===== src/rtl/cfg_guard.sv =====
module cfg_guard #(
  parameter int DW = 8,
  parameter int WINDOW = 4,
  parameter logic [DW-1:0] IO_SIG = 'hD8,
  parameter logic [DW-1:0] SPM_SIG = 'h9D
) (
  input  logic          clk,
  input  logic          rst_n,
  input  logic          sig_wr,
  input  logic [DW-1:0] sig_data,
  input  logic          instr_tick,
  input  logic          mem_wr,
  input  logic          prot_wr,
  input  logic          prot_ce,
  input  logic          exec_spm,
  input  logic          exec_lpm,
  input  logic          lpm_special,
  input  logic          exec_sleep,
  output logic          io_unlock,
  output logic          spm_unlock,
  output logic          prot_commit,
  output logic          spm_allow,
  output logic          lpm_allow,
  output logic [DW-1:0] mode_rd
);
  localparam int CW = $clog2(WINDOW + 1);

  logic          io_q, spm_q;
  logic [CW-1:0] cnt_q;

  wire key_io  = sig_data == IO_SIG;
  wire key_spm = sig_data == SPM_SIG;
  wire close   = mem_wr | prot_wr | exec_spm | exec_lpm | exec_sleep;

  always_ff @(posedge clk) begin
    if (!rst_n) begin
      io_q  <= 1'b0;
      spm_q <= 1'b0;
      cnt_q <= '0;
    end else if (sig_wr) begin
      io_q  <= key_io;
      spm_q <= key_spm;
      cnt_q <= (key_io | key_spm) ? CW'(WINDOW) : '0;
    end else if (close) begin
      io_q  <= 1'b0;
      spm_q <= 1'b0;
      cnt_q <= '0;
    end else if ((io_q | spm_q) && instr_tick) begin
      if (cnt_q <= CW'(1)) begin
        io_q  <= 1'b0;
        spm_q <= 1'b0;
        cnt_q <= '0;
      end else begin
        cnt_q <= cnt_q - CW'(1);
      end
    end
  end

  assign io_unlock   = io_q;
  assign spm_unlock  = spm_q;
  assign prot_commit = prot_wr & prot_ce & io_q;
  assign spm_allow   = exec_spm & spm_q;
  assign lpm_allow   = exec_lpm & (~lpm_special | spm_q);
  assign mode_rd     = {{(DW-2){1'b0}}, spm_q, io_q};
endmodule


===== config.mk =====
export PLATFORM = sky130hd
export DESIGN_NAME = cfg_guard
export DESIGN_NICKNAME = d
export VERILOG_FILES = /design/src/rtl/cfg_guard.sv
export SDC_FILE = /design/constraint.sdc
export NUM_CORES = 1
export LEC_CHECK = 0
export BUFFER_PORTS_ARGS = -buffer_cell sky130_fd_sc_hd__buf_2
export CELL_PAD_IN_SITES_DETAIL_PLACEMENT = 0
export CELL_PAD_IN_SITES_GLOBAL_PLACEMENT = 2
export CORE_UTILIZATION = 19
export CTS_CLUSTER_SIZE = 24
export DETAILED_ROUTE_END_ITERATION = 10
export PLACE_DENSITY_LB_ADDON = 0.1
export RECOVER_POWER = 50
export SETUP_SLACK_MARGIN = 0.1
export SYNTH_ARGS = -nofsm -noshare
export SYNTH_HDL_FRONTEND = slang
export SYNTH_SLANG_ARGS = --single-unit
export TNS_END_PERCENT = 10

===== constraint.sdc =====
create_clock -name clk -period 2.15 [get_ports clk]
set_input_delay 0.43 -clock clk [delete_from_list [all_inputs] [get_ports clk]]
set_output_delay 0.43 -clock clk [all_outputs]
set_load 0.02 [all_outputs]

# ---- Word-level counts from Yosys, hierarchy flattened
# Cells that the tools add are included.
dict set report word_totals {
  regBits 5
  latchBits 0
  ram_bits 0
  mem_bits_ro 0
  input_bits 19
  out_inout_bits 13
  memories 0
}
dict set report classes {
  add_sub_neg 1
  n_mul 0
  n_div 0
  n_lt_le_gt_ge 1
  n_eq_ne 2
  shifts 0
  muxes 10
  bitwise_logic 12
  reduce_logical 4
}
# op count
set ops {}
lappend ops {{8-bit equality test (second input constant)} 2}
lappend ops {{3-bit two-way mux} 5}
lappend ops {{1-bit OR} 7}
lappend ops {{3-bit nonzero test} 2}
lappend ops {{1-bit two-way mux} 5}
lappend ops {{1-bit AND} 4}
lappend ops {{3-bit by 1-bit <= comparator with 1-bit output (second input constant)} 1}
lappend ops {{3-bit by 1-bit subtractor with 3-bit output (second input constant)} 1}
lappend ops {{2-bit AND reduction} 1}
lappend ops {{1-bit logical AND} 1}
lappend ops {{1-bit inverter} 1}

# ---- Longest topological paths before layout
# Gate-level depths: netlist of the first run.
dict set report depth {
  word_depth 6
  depth_mapped 6
  depth_no_buf 6
}

# ---- Worst setup path before layout of the first run
# Ideal clock, no wire load.
dict set report synth_timing {
  kind {register to output}
  start {reg spm_q (netlist: spm_unlock)}
  end {out lpm_allow}
  arrival_ps 1060
  required_ps 1720
  path_slack_ps 660
  path_stages_with_launch 3
  path_cell_list {dfxtp_1 inv_1 a21boi_0}
}
dict set report synth_between {
  elab_chain_cells 2
}
# item line_no
set synth_lines {}
lappend synth_lines {{from (decl)} 28} ;# logic io_q, spm_q;
lappend synth_lines {{from (signal assigned)} 42} ;# spm_q <= key_spm;
lappend synth_lines {{1-bit OR} 63} ;# assign lpm_allow = exec_lpm & (~lpm_special | spm_q);
lappend synth_lines {{1-bit AND} 63}
lappend synth_lines {{to (decl)} 23} ;# output logic lpm_allow,
# Every way passes these cells.

# ---- Worst setup path after layout of the first run
# Ends and elaborated chain as after synthesis.

==> summary by stage, run 1 <==
Floorplan
From left edge to right edge, the die measures 48.1 um. The I/O pin count is 32. The placeable core region is 0.00198 sq mm. The floorplan step defined a die boundary enclosing 0.00232 sq mm. For this configuration, the core starts out at a cell density of 20.4%. From bottom edge to top edge, the die measures 48.1 um. After floorplanning, the core was divided into 16 placement rows.

Drt
The routed via count divided by cell count is 4.12. The number of remaining DRC errors is 0. The post-detailed-route wirelength per cell is 8.95 um.

After the first detailed-routing iteration, the DRC count stood at 1. The first detailed-routing pass took 3 iterations. The met2 wire length is 369 um. The post-detailed-route count of antenna-violating nets is 0. In this run the top signal layer used is met4.

The routed length on met1 is 443 um. The via total after detailed routing is 424. The routed length on met3 is 86 um. Summed over all layers, the routed wires come to 922 um.

Synth
After synthesis, the share of flip-flops with an asynchronous set or reset is 0%. The register bit total from synthesis is 5. The number of standard cells after synthesis is 50. After synthesis, the mean cell area works out to 8.08 sq um. The netlist uses 26 different library cells. By area the synthesized netlist is led by dfxtp_1, buf_4, ha_1, a32o_2, a21oi_1. The synthesized design devotes to its leading area cell type 24.8% of total area.

Among all cell types in the netlist, the one instantiated most often is buf_4. For this run, the register share of the synthesized area comes to 24.8%. The count of flip-flops with a built-in enable after synthesis is 0. The largest area contributor in the synthesized netlist is dfxtp_1. Summing every instance area after synthesis gives 404 sq um.

The number of warnings printed during yosys synthesis is 0. The top flip-flop cell by instance count after synthesis is dfxtp_1. By count the netlist is led by buf_4, dfxtp_1, nand2_1.

GRT
The via count of the first global-routing pass is 351. The initial antenna violation count came to 0. The global router's overall resource usage is 8.78%. The wire length of the first global-routing pass is 1390 um. Global routing finished with a remaining overflow of 0. The maximum number of pins on one net before global-route repair is 8.

Timing
The total count of hold-check failures in the final report is 0. Setup repair after global routing left no endpoint under its margin. The setup skew after layout is 0.00269 ns. Hold timing on the final database bottoms out at a slack of 0.462 ns. The smallest clock period supported by the final layout is computed as 1.49 ns. In the post-route analysis, the smallest setup slack over all paths is 0.660 ns. The sum of negative setup slack is 0 ns. In the finished design, the share of the clock period the worst path needs comes to 69.3%.

The number of pins exceeding their max-slew limit in the final report came to 0. The highest clock rate is 0.671 GHz. The final setup violation count is 0.

Finish
Compared with the post-synthesis result, the final layout area differs by 33.4%. The final instance area is 539 sq um. The final non-filler cell total is 103. The utilization after layout is 27.2%. The final antenna diode count is 0. Cells with a size suffix above 1 make up 36.8% of the layout. The net count reported at finish is 98.

Clock tree
In this run, post-CTS hold repair placed 0 buffers. Counting every sink on the clock net gives 5. Post-CTS repair changed the size of 0 cells.

For the worst-skew pair, the clock arrives at the later sink with an insertion delay of 0.24 ns. Clock tree synthesis inserted a total of 3 buffers. TritonCTS built the clock tree. The depth of the CTS H-tree is 1. The clock transition time at the flip-flop clock pins of the worst setup and hold paths is 0.04 ns. The cell at the root of the clock tree is clkbuf_4. The post-CTS setup buffer count is 0. The maximum buffer depth of the clock tree is 2.

Setup path
The worst setup path is launched from a flop. In this run the worst path has a maximum fanout of 7. The number of cells on the worst reg-to-reg path is 6.

STA puts the critical path data required time at 1.72 ns. The data arrival time of the critical path is 1.06 ns. The worst setup path is of the flop to output port kind. The worst setup path is captured at an output port.

Placement
In this run, placement finished with an instance count of 99. Before CTS, the worst setup slack after placement is 0.683 ns. The placed wire-length estimate after detailed placement is 772 um. The weighted congestion at the end of routability-driven global placement is 0.592. The standard cell area after detailed placement is 522 sq um. The count of buffers added on input and output ports is 25.

Hold path
In this run the worst hold path is classified as primary input to flop. The cell depth of the worst hold path is 3.

Power and ir drop
The clock group share of total power is 45.4%. For this design the total switching power over the nets is 0.0595 mW. Of the total power, combinational logic draws 15.5%.

The sequential power share is 39.1%. The leakage power total is 0.236 nW. Across the VDD grid, the largest voltage drop is 0.199 mV.

The total power is 0.239 mW. The power per standard cell area is 443 mW/mm^2. Net switching is 24.9% of the power. The internal power contribution is 0.179 mW.

Outcome
The run finished with clean final reports.

Run
Across the run, the number of max-cap violations was 0.
final timing paths:
check / start / to / slack, ns
max: spm_unlock / lpm_allow / 0.66
min: rst_n / cnt_q[2] / 0.46
min reg2reg: cnt_q[1] / cnt_q[1] / 0.48
max reg2reg: cnt_q[1] / cnt_q[1] / 0.75
kinds of logic (layout without fill, tap and decap cells):
logic type               after synthesis  count (layout)  synth area share, %
AND/OR/NAND/NOR                       18              18                 26.3
AO/OA/AOI/OAI                         13              13                 24.1
buffers and inverters                 11              32                 17.6
flip-flops                             5               5                 24.8
adder cells (fa/ha/maj)                2               2                 6.19
other                                  1               6                0.928
critical path, cell delays in order, from the launching register on:
cell	delay [ns]
dfxtp_1	0.43
inv_1	0.06
a21boi_0	0.14
buf_2	0.18
layout make-up:
| cell class | count | area, sq um |
|---|---|---|
| clock buffer | 4 | 26.3 |
| fill | 229 | 1440 |
| inverter | 3 | 11.3 |
| multi-input combinational | 39 | 248 |
| sequential | 5 | 100 |
| tap | 27 | 33.8 |
| timing repair buffer | 25 | 120 |
metal layers:
layer / up-vias / global-route usage [%]
li1: 219 / -
met1: 176 / 10.4
met2: 25 / 13.5
met3: 4 / 2.22
met4: 0 / 6.67
met5: - / 0
power groups by stage:
stage	Sequential, mW	Clock [mW]	Combinational (mW)
after floorplan	0.0951	0	0.0250
after global placement	0.0951	0	0.0371
after detailed placement	0.0951	0	0.0373
after CTS	0.0934	0.112	0.0374
after global routing	0.0931	0.122	0.0417
final	0.0935	0.108	0.0370
cell usage in the layout, fill, tap and decap left out:
cell type / n
clkbuf_4: 3
a21oi_1: 4
clkbuf_1: 5
nor4_2: 1
dfxtp_1: 5
inv_1: 3
a21boi_0: 1
o21a_1: 1
a31o_1: 1
nand2b_1: 1
or3_1: 2
o21ai_1: 1
buf_2: 21
nor3b_1: 2
nor2_1: 3
nand3_1: 1
nand3b_1: 1
ha_1: 2
and3_1: 1
a32o_2: 2
conb_1: 6
nand4b_1: 1
o21ba_2: 1
o21ai_0: 1
and2_1: 1
o31ai_1: 1
nand2_1: 4
registers in the layout, summed over array words and instances, names as in the netlist:
| name | count |
|---|---|
| cnt_q | 3 |
| io_unlock | 1 |
| spm_unlock | 1 |
No activity file was read; power rests on OpenSTA's default activity.
==> inputs of run 2 (changes only) <==
--- a/config.mk
+++ b/config.mk
@@ -8,7 +8,7 @@
 export BUFFER_PORTS_ARGS = -buffer_cell sky130_fd_sc_hd__buf_2
 export CELL_PAD_IN_SITES_DETAIL_PLACEMENT = 0
 export CELL_PAD_IN_SITES_GLOBAL_PLACEMENT = 2
-export CORE_UTILIZATION = 19
+export CORE_UTILIZATION = 18
 export CTS_CLUSTER_SIZE = 24
 export DETAILED_ROUTE_END_ITERATION = 10
 export PLACE_DENSITY_LB_ADDON = 0.1
==> constraint.sdc (replaced) <==
create_clock -name clk -period 1.43 [get_ports clk]
set_input_delay 0.286 -clock clk [delete_from_list [all_inputs] [get_ports clk]]
set_output_delay 0.286 -clock clk [all_outputs]
set_load 0.02 [all_outputs]
==> summary by stage, run 2 (same netlist as run 1, synthesis figures left out) <==
Setup path
Across all register-to-register paths, the minimum setup slack is 0.03 ns. STA classifies the critical path endpoint as a flop. The critical path start-end classification is flop to flop. The startpoint of the lowest-slack register-to-register path is cnt_q[1]. The critical path goes through inv_2 -> ha_4 -> o21ba_4 -> nor2_2 -> or3_1 -> a21oi_2.

The number of buffer and inverter stages on the critical path is 1. At the worst endpoint, the required time is 1.59 ns. In this run the critical register-to-register path is captured at cnt_q[0]. The kind of cell adding the most delay to the critical path is simple AND/OR/NAND/NOR gates. For the worst setup path, the data arrival time is 1.56 ns. Of all nets on the critical path, the largest fanout is 3. The maximum single-stage delay on the critical path is 0.39 ns. The number of cells on the worst reg-to-reg path is 6. The slowest stage of the critical path is the or3_1 cell. STA classifies the critical path startpoint as a flop.

Clock tree
The maximum buffer depth of the clock tree is 2. The tree is rooted in a clkbuf_4. For the worst-skew pair, the clock arrives at the later sink with an insertion delay of 0.24 ns.

CTS built an H-tree with a depth of 1. Clock-pin slew was measured on the worst setup and hold paths at 0.04 ns. The number of buffers inserted during clock tree synthesis is 3. The number of buffers inserted for hold repair after clock tree synthesis is 0. The clock sink count is 5. TritonCTS built the clock tree.

Placement
The placed wire-length estimate after detailed placement is 774 um. Once placement finished, the instance area stood at 522 sq um. The weighted congestion at the end of routability-driven global placement is 0.692. The number of cells in the design after placement is 99.

The number of buffers inserted by port buffering is 25.

Timing
Adding up every negative setup slack in the final design gives 0 ns. The final setup violation count is 0. The hold slack is 0.316 ns. Of the available clock period, the critical path in the final layout requires 97.9%.

Setup repair after global routing could not meet its margin everywhere. The total count of hold-check failures in the final report came to 0. The clock period could shrink to 1.40 ns. The number of pins exceeding their max-slew limit in the final report came to 0. Across the routed clock network, the largest skew measured is 0.00267 ns.

Static timing analysis puts the maximum clock frequency at 0.714 GHz.

Hold path
The path type of the worst min-delay path is primary input to flop. The worst hold path was traced through 3 stages. The startpoint identified for the worst hold timing path is rst_n. The path with the worst hold slack has its endpoint at cnt_q[2].

Finish
The final non-filler cell total is 106. The number of fillers in the final layout is 239. The repair_antennas step left the layout with diodes totalling 0. The number of flip-flops in the largest register is 3.

After routing the design area is 596 sq um. Relative to the synthesized area, the layout overhead comes to 47.4%. In the layout the commonest cells are buf_2, conb_1, clkbuf_1, nand2_1. The area occupied by registers is 105 sq um. The share of layout cells above drive strength 1 is 48.1%. The register name with the most flops is cnt_q. The library cell used most frequently in the layout, excluding fill and tap cells, is buf_2. The net count reported at finish is 101. Summing all multi-input logic gate instances after layout gives 277 sq um.

Floorplan
The I/O pin count is 32. The placeable core region is 0.00204 sq mm. Row generation in the floorplan step produced 16 rows. The die boundary width is 49.4 um.

The height of the chip is 49.4 um. The total die area is 0.00244 sq mm. Once the floorplan was initialized, standard cells occupied 19.8% of the core.

Drt
Wires add up to 950 um. The first TritonRoute pass finished after 4 iterations. The via total after detailed routing is 431. Dividing the detail-routed wire length by the instance count gives 8.96 um. In the routed layout, each cell is associated on average with a via count of 4.07. The detailed router finished its first iteration with 3 violations. The number of remaining DRC errors is 0. The post-detailed-route count of antenna-violating nets is 0.

Power and ir drop
The power per standard cell area is 597 mW/mm^2. The worst-case IR drop observed on VDD is 0.305 mV. The analysis attributes to cell leakage a power of 0.257 nW. The total power is 0.356 mW.

GRT
The maximum number of pins on one net before global-route repair is 8. In the global route stage, overall resource usage came out at 7.61%. The via count of the first global-routing pass came to 364.

The initial antenna violation count is 0. The wire length of the first global-routing pass is 1370 um. The overall overflow remaining after global route is 0.

Run
The max-cap check violation count is 0.

Outcome
The flow ran to the end, and the final reports show no timing, DRC or antenna violations.
==> run 2: how the worst max path moves through the flow <==
| stage | cells past startpoint | slack [ns] | end | startpoint |
|---|---|---|---|---|
| floorplan | 6 | 0.13 | cnt_q[1] | cnt_q[1] |
| global placement | 6 | 0.07 | cnt_q[1] | cnt_q[1] |
| detailed placement | 6 | 0.06 | cnt_q[1] | cnt_q[1] |
| CTS | 5 | 0.08 | cnt_q[1] | cnt_q[0] |
| global route | 6 | -0.002 | cnt_q[0] | cnt_q[1] |
| finish | 6 | 0.03 | cnt_q[0] | cnt_q[1] |
==> run 2: layout make-up <==
type	instances	share of cell area (%)
inverters	3	1.89
flip-flops and latches	5	17.6
clock buffers	4	4.41
well taps	27	5.67
repair buffers	28	23.9
multi-input cells	39	46.4
==> run 2: power breakdown <==
part	total [mW]	switching, mW	internal, mW
sequential	0.139	0.000314	0.138
combinational	0.0552	0.0311	0.0240
clock	0.162	0.0564	0.105
==> run 2: stage by stage <==
stage | utilization, % | setup WS [ns]
after floorplan | - | 0.132
after CTS | 27.3 | 0.0797
after global routing | 29.2 | -0.00227
final | 29.2 | 0.0299
after detailed placement | 25.6 | 0.0583
after global placement | 25.6 | 0.0650
==> run 2: what timing repair did <==
action                                  in CTS  in global routing
pin swaps                                    0                  3
gates resized for setup                      2                  8
endpoints found under the setup margin       3                  4
buffers inserted                             1                  2
==> run 2: per-layer routing <==
layer	vias to the layer above	global-route usage [%]	wire, um
met4	0	5.71	0
met3	0	1.56	103
met1	184	7.78	389
met5	-	0	0
li1	222	-	-
met2	25	13.5	458
==> run 2: worst min-delay path: cells and delay by family <==
kind,cells,cell delay [ns]
compound gates,2,0.10
buf+inv,1,0.12
==> inputs of run 3 (changes only) <==
--- a/config.mk
+++ b/config.mk
@@ -8,7 +8,7 @@
 export BUFFER_PORTS_ARGS = -buffer_cell sky130_fd_sc_hd__buf_2
 export CELL_PAD_IN_SITES_DETAIL_PLACEMENT = 0
 export CELL_PAD_IN_SITES_GLOBAL_PLACEMENT = 2
-export CORE_UTILIZATION = 18
+export CORE_UTILIZATION = 19
 export CTS_CLUSTER_SIZE = 24
 export DETAILED_ROUTE_END_ITERATION = 10
 export PLACE_DENSITY_LB_ADDON = 0.1
==> constraint.sdc (replaced) <==
create_clock -name clk -period 1.63 [get_ports clk]
set_input_delay 0.326 -clock clk [delete_from_list [all_inputs] [get_ports clk]]
set_output_delay 0.326 -clock clk [all_outputs]
set_load 0.02 [all_outputs]
==> summary by stage, run 3 (same netlist as run 1, synthesis figures left out) <==
Outcome
The flow ran to the end, and the final reports show no timing, DRC or antenna violations.

Setup path
The largest driver fanout on the critical path is 7. At the worst endpoint, the arrival time is 1.06 ns. STA classifies the critical path startpoint as a flop.

In this design, the stage delay of the slowest critical-path cell is 0.44 ns. STA classifies the critical path endpoint as an output port. The signal on the critical path passes through inv_1 -> a21boi_0 -> buf_2. The largest individual stage delay along the critical path comes from the cell dfxtp_1. For the worst setup path, the data required time is 1.30 ns. The critical path start-end classification is flop to output port.

Clock tree
The clock sink count is 5. TritonCTS built the clock tree. The cell at the root of the clock tree is clkbuf_4. The number of buffers inserted for hold repair after clock tree synthesis is 0.

The clock transition time at the flip-flop clock pins of the worst setup and hold paths is 0.04 ns. The number of buffers inserted during clock tree synthesis is 3. The depth of the CTS H-tree is 1. The longest clock path from root to sink contains 2 buffers.

For the worst-skew pair, the clock arrives at the later sink with an insertion delay of 0.24 ns. The number of instances resized during post-cts repair is 0. The post-CTS setup buffer count is 0.

Finish
The net count reported at finish is 98. The library cell used most frequently in the layout, excluding fill and tap cells, is buf_2. The count of cells in the finished layout, fillers not included, comes to 103. The repair_antennas step left the layout with diodes totalling 0. More flip-flops sit in one register than any other, and that register is cnt_q. In the layout the commonest cells are buf_2, conb_1, clkbuf_1, dfxtp_1. The register with the most flip-flops in the layout has 3 of them. The final instance area is 539 sq um. The area overhead of the layout relative to synthesis is 33.4%. Cells with a size suffix above 1 make up 36.8% of the layout. Counting the fill cells in the layout gives 225.

Drt
For this run, the detailed router's first-pass iteration total came to 2. Across all layers, the routed design uses 424 vias. The post-detailed-route count of antenna-violating nets is 0. Wire segments on met3 add up to 69 um in the final route. The top routing layer in use is met4.

The met2 wire length is 371 um. Using the TritonRoute via totals, the vias-per-cell ratio works out to 4.12. The routed length on met1 is 408 um. In this run, the number of DRC markers left after iteration 0 of detailed routing was 4.

The aggregate routed wire length is 873 um. In the final routed layout, each cell accounts on average for 8.48 um. The number of remaining DRC errors is 0.

Placement
The weighted congestion at the end of routability-driven global placement is 0.595. In this run, placement finished with an instance count of 99. In this run the tool buffered the top-level ports with 25 buffer cells. The standard cell area after detailed placement is 522 sq um.

Timing
The highest clock rate is 0.720 GHz. The setup skew after layout is 0.00212 ns. Setup violations remaining at the end of the flow were counted as 0. The post-layout minimum cycle time is 1.39 ns. The total count of hold-check failures in the final report is 0.

The number of pins exceeding their max-slew limit in the final report was 0. In the final timing run, aggregate negative setup slack is 0 ns. The portion of the clock cycle consumed by the worst path in the final layout is 85.2%. Setup repair after global routing left no endpoint under its margin. Hold timing on the final database bottoms out at a slack of 0.362 ns.

Run
Across the run, the number of max-cap violations was 0.

Floorplan
In this run the vertical extent of the chip is 48.1 um. The total area inside the core boundary comes to 0.00198 sq mm. The row count is 16. The total die area is 0.00232 sq mm.

The die boundary width is 48.1 um. The starting density of the core is 20.4%. The I/O pin count is 32.

GRT
Summed over all layers, the global routing overflow is 0. The global router's overall resource usage is 8.64%. The first global-routing pass estimated 1320 um of wire. The maximum number of pins on one net before global-route repair is 8. The via count of the first global-routing pass came to 338. The initial antenna violation count is 0.

Hold path
The tightest min-delay check is of the primary input to flop type.

Power and ir drop
The leakage power total is 0.236 nW. Dividing total power by cell area gives a power density of 585 mW/mm^2. Across the VDD grid, the largest voltage drop is 0.192 mV. The design draws 0.315 mW.
## run 3: cell type report
cell class	count	area [sq um]	share of cell area (%)
multi-input cells	39	248	45.9
repair buffers	25	120	22.3
flip-flops and latches	5	100	18.6
well taps	27	33.8	6.26
clock buffers	4	26.3	4.87
inverters	3	11.3	2.09
## run 3: where the power goes
group	leakage [nW]	internal, mW	switching, mW	total (mW)
clock network	0.0150	0.0926	0.0516	0.144
logic	0.181	0.0208	0.0273	0.0481
registers	0.0403	0.123	0.000260	0.123
## run 3: layer usage
layer / global-route usage, % / vias up
met3: 3.33 / 4
li1: - / 215
met5: 0 / -
met1: 9.15 / 180
met2: 13.8 / 25
met4: 6.67 / 0
## run 3: through the flow
step,worst slack [ns],utilization (%)
finish,0.241,27.2
floorplan,0.244,-
global route,0.0850,27.2
CTS,0.228,27.7
global placement,0.262,26.3
detailed placement,0.251,26.3
## run 3: critical path: cells and delay by family, from the launching register on
| family | cells | cell delay (ns) |
|---|---|---|
| DFF | 1 | 0.44 |
| buffers and inverters | 2 | 0.24 |
| AOI/OAI and AO/OA | 1 | 0.13 |
## run 3: worst paths after layout
check / start / endpoint / slack [ns] / depth (start not counted)
setup / recovery: spm_unlock / lpm_allow / 0.24 / 3
hold / removal: rst_n / cnt_q[2] / 0.36 / 3
setup reg to reg: cnt_q[1] / cnt_q[1] / 0.27 / 6
hold reg to reg: cnt_q[1] / cnt_q[1] / 0.47 / 2
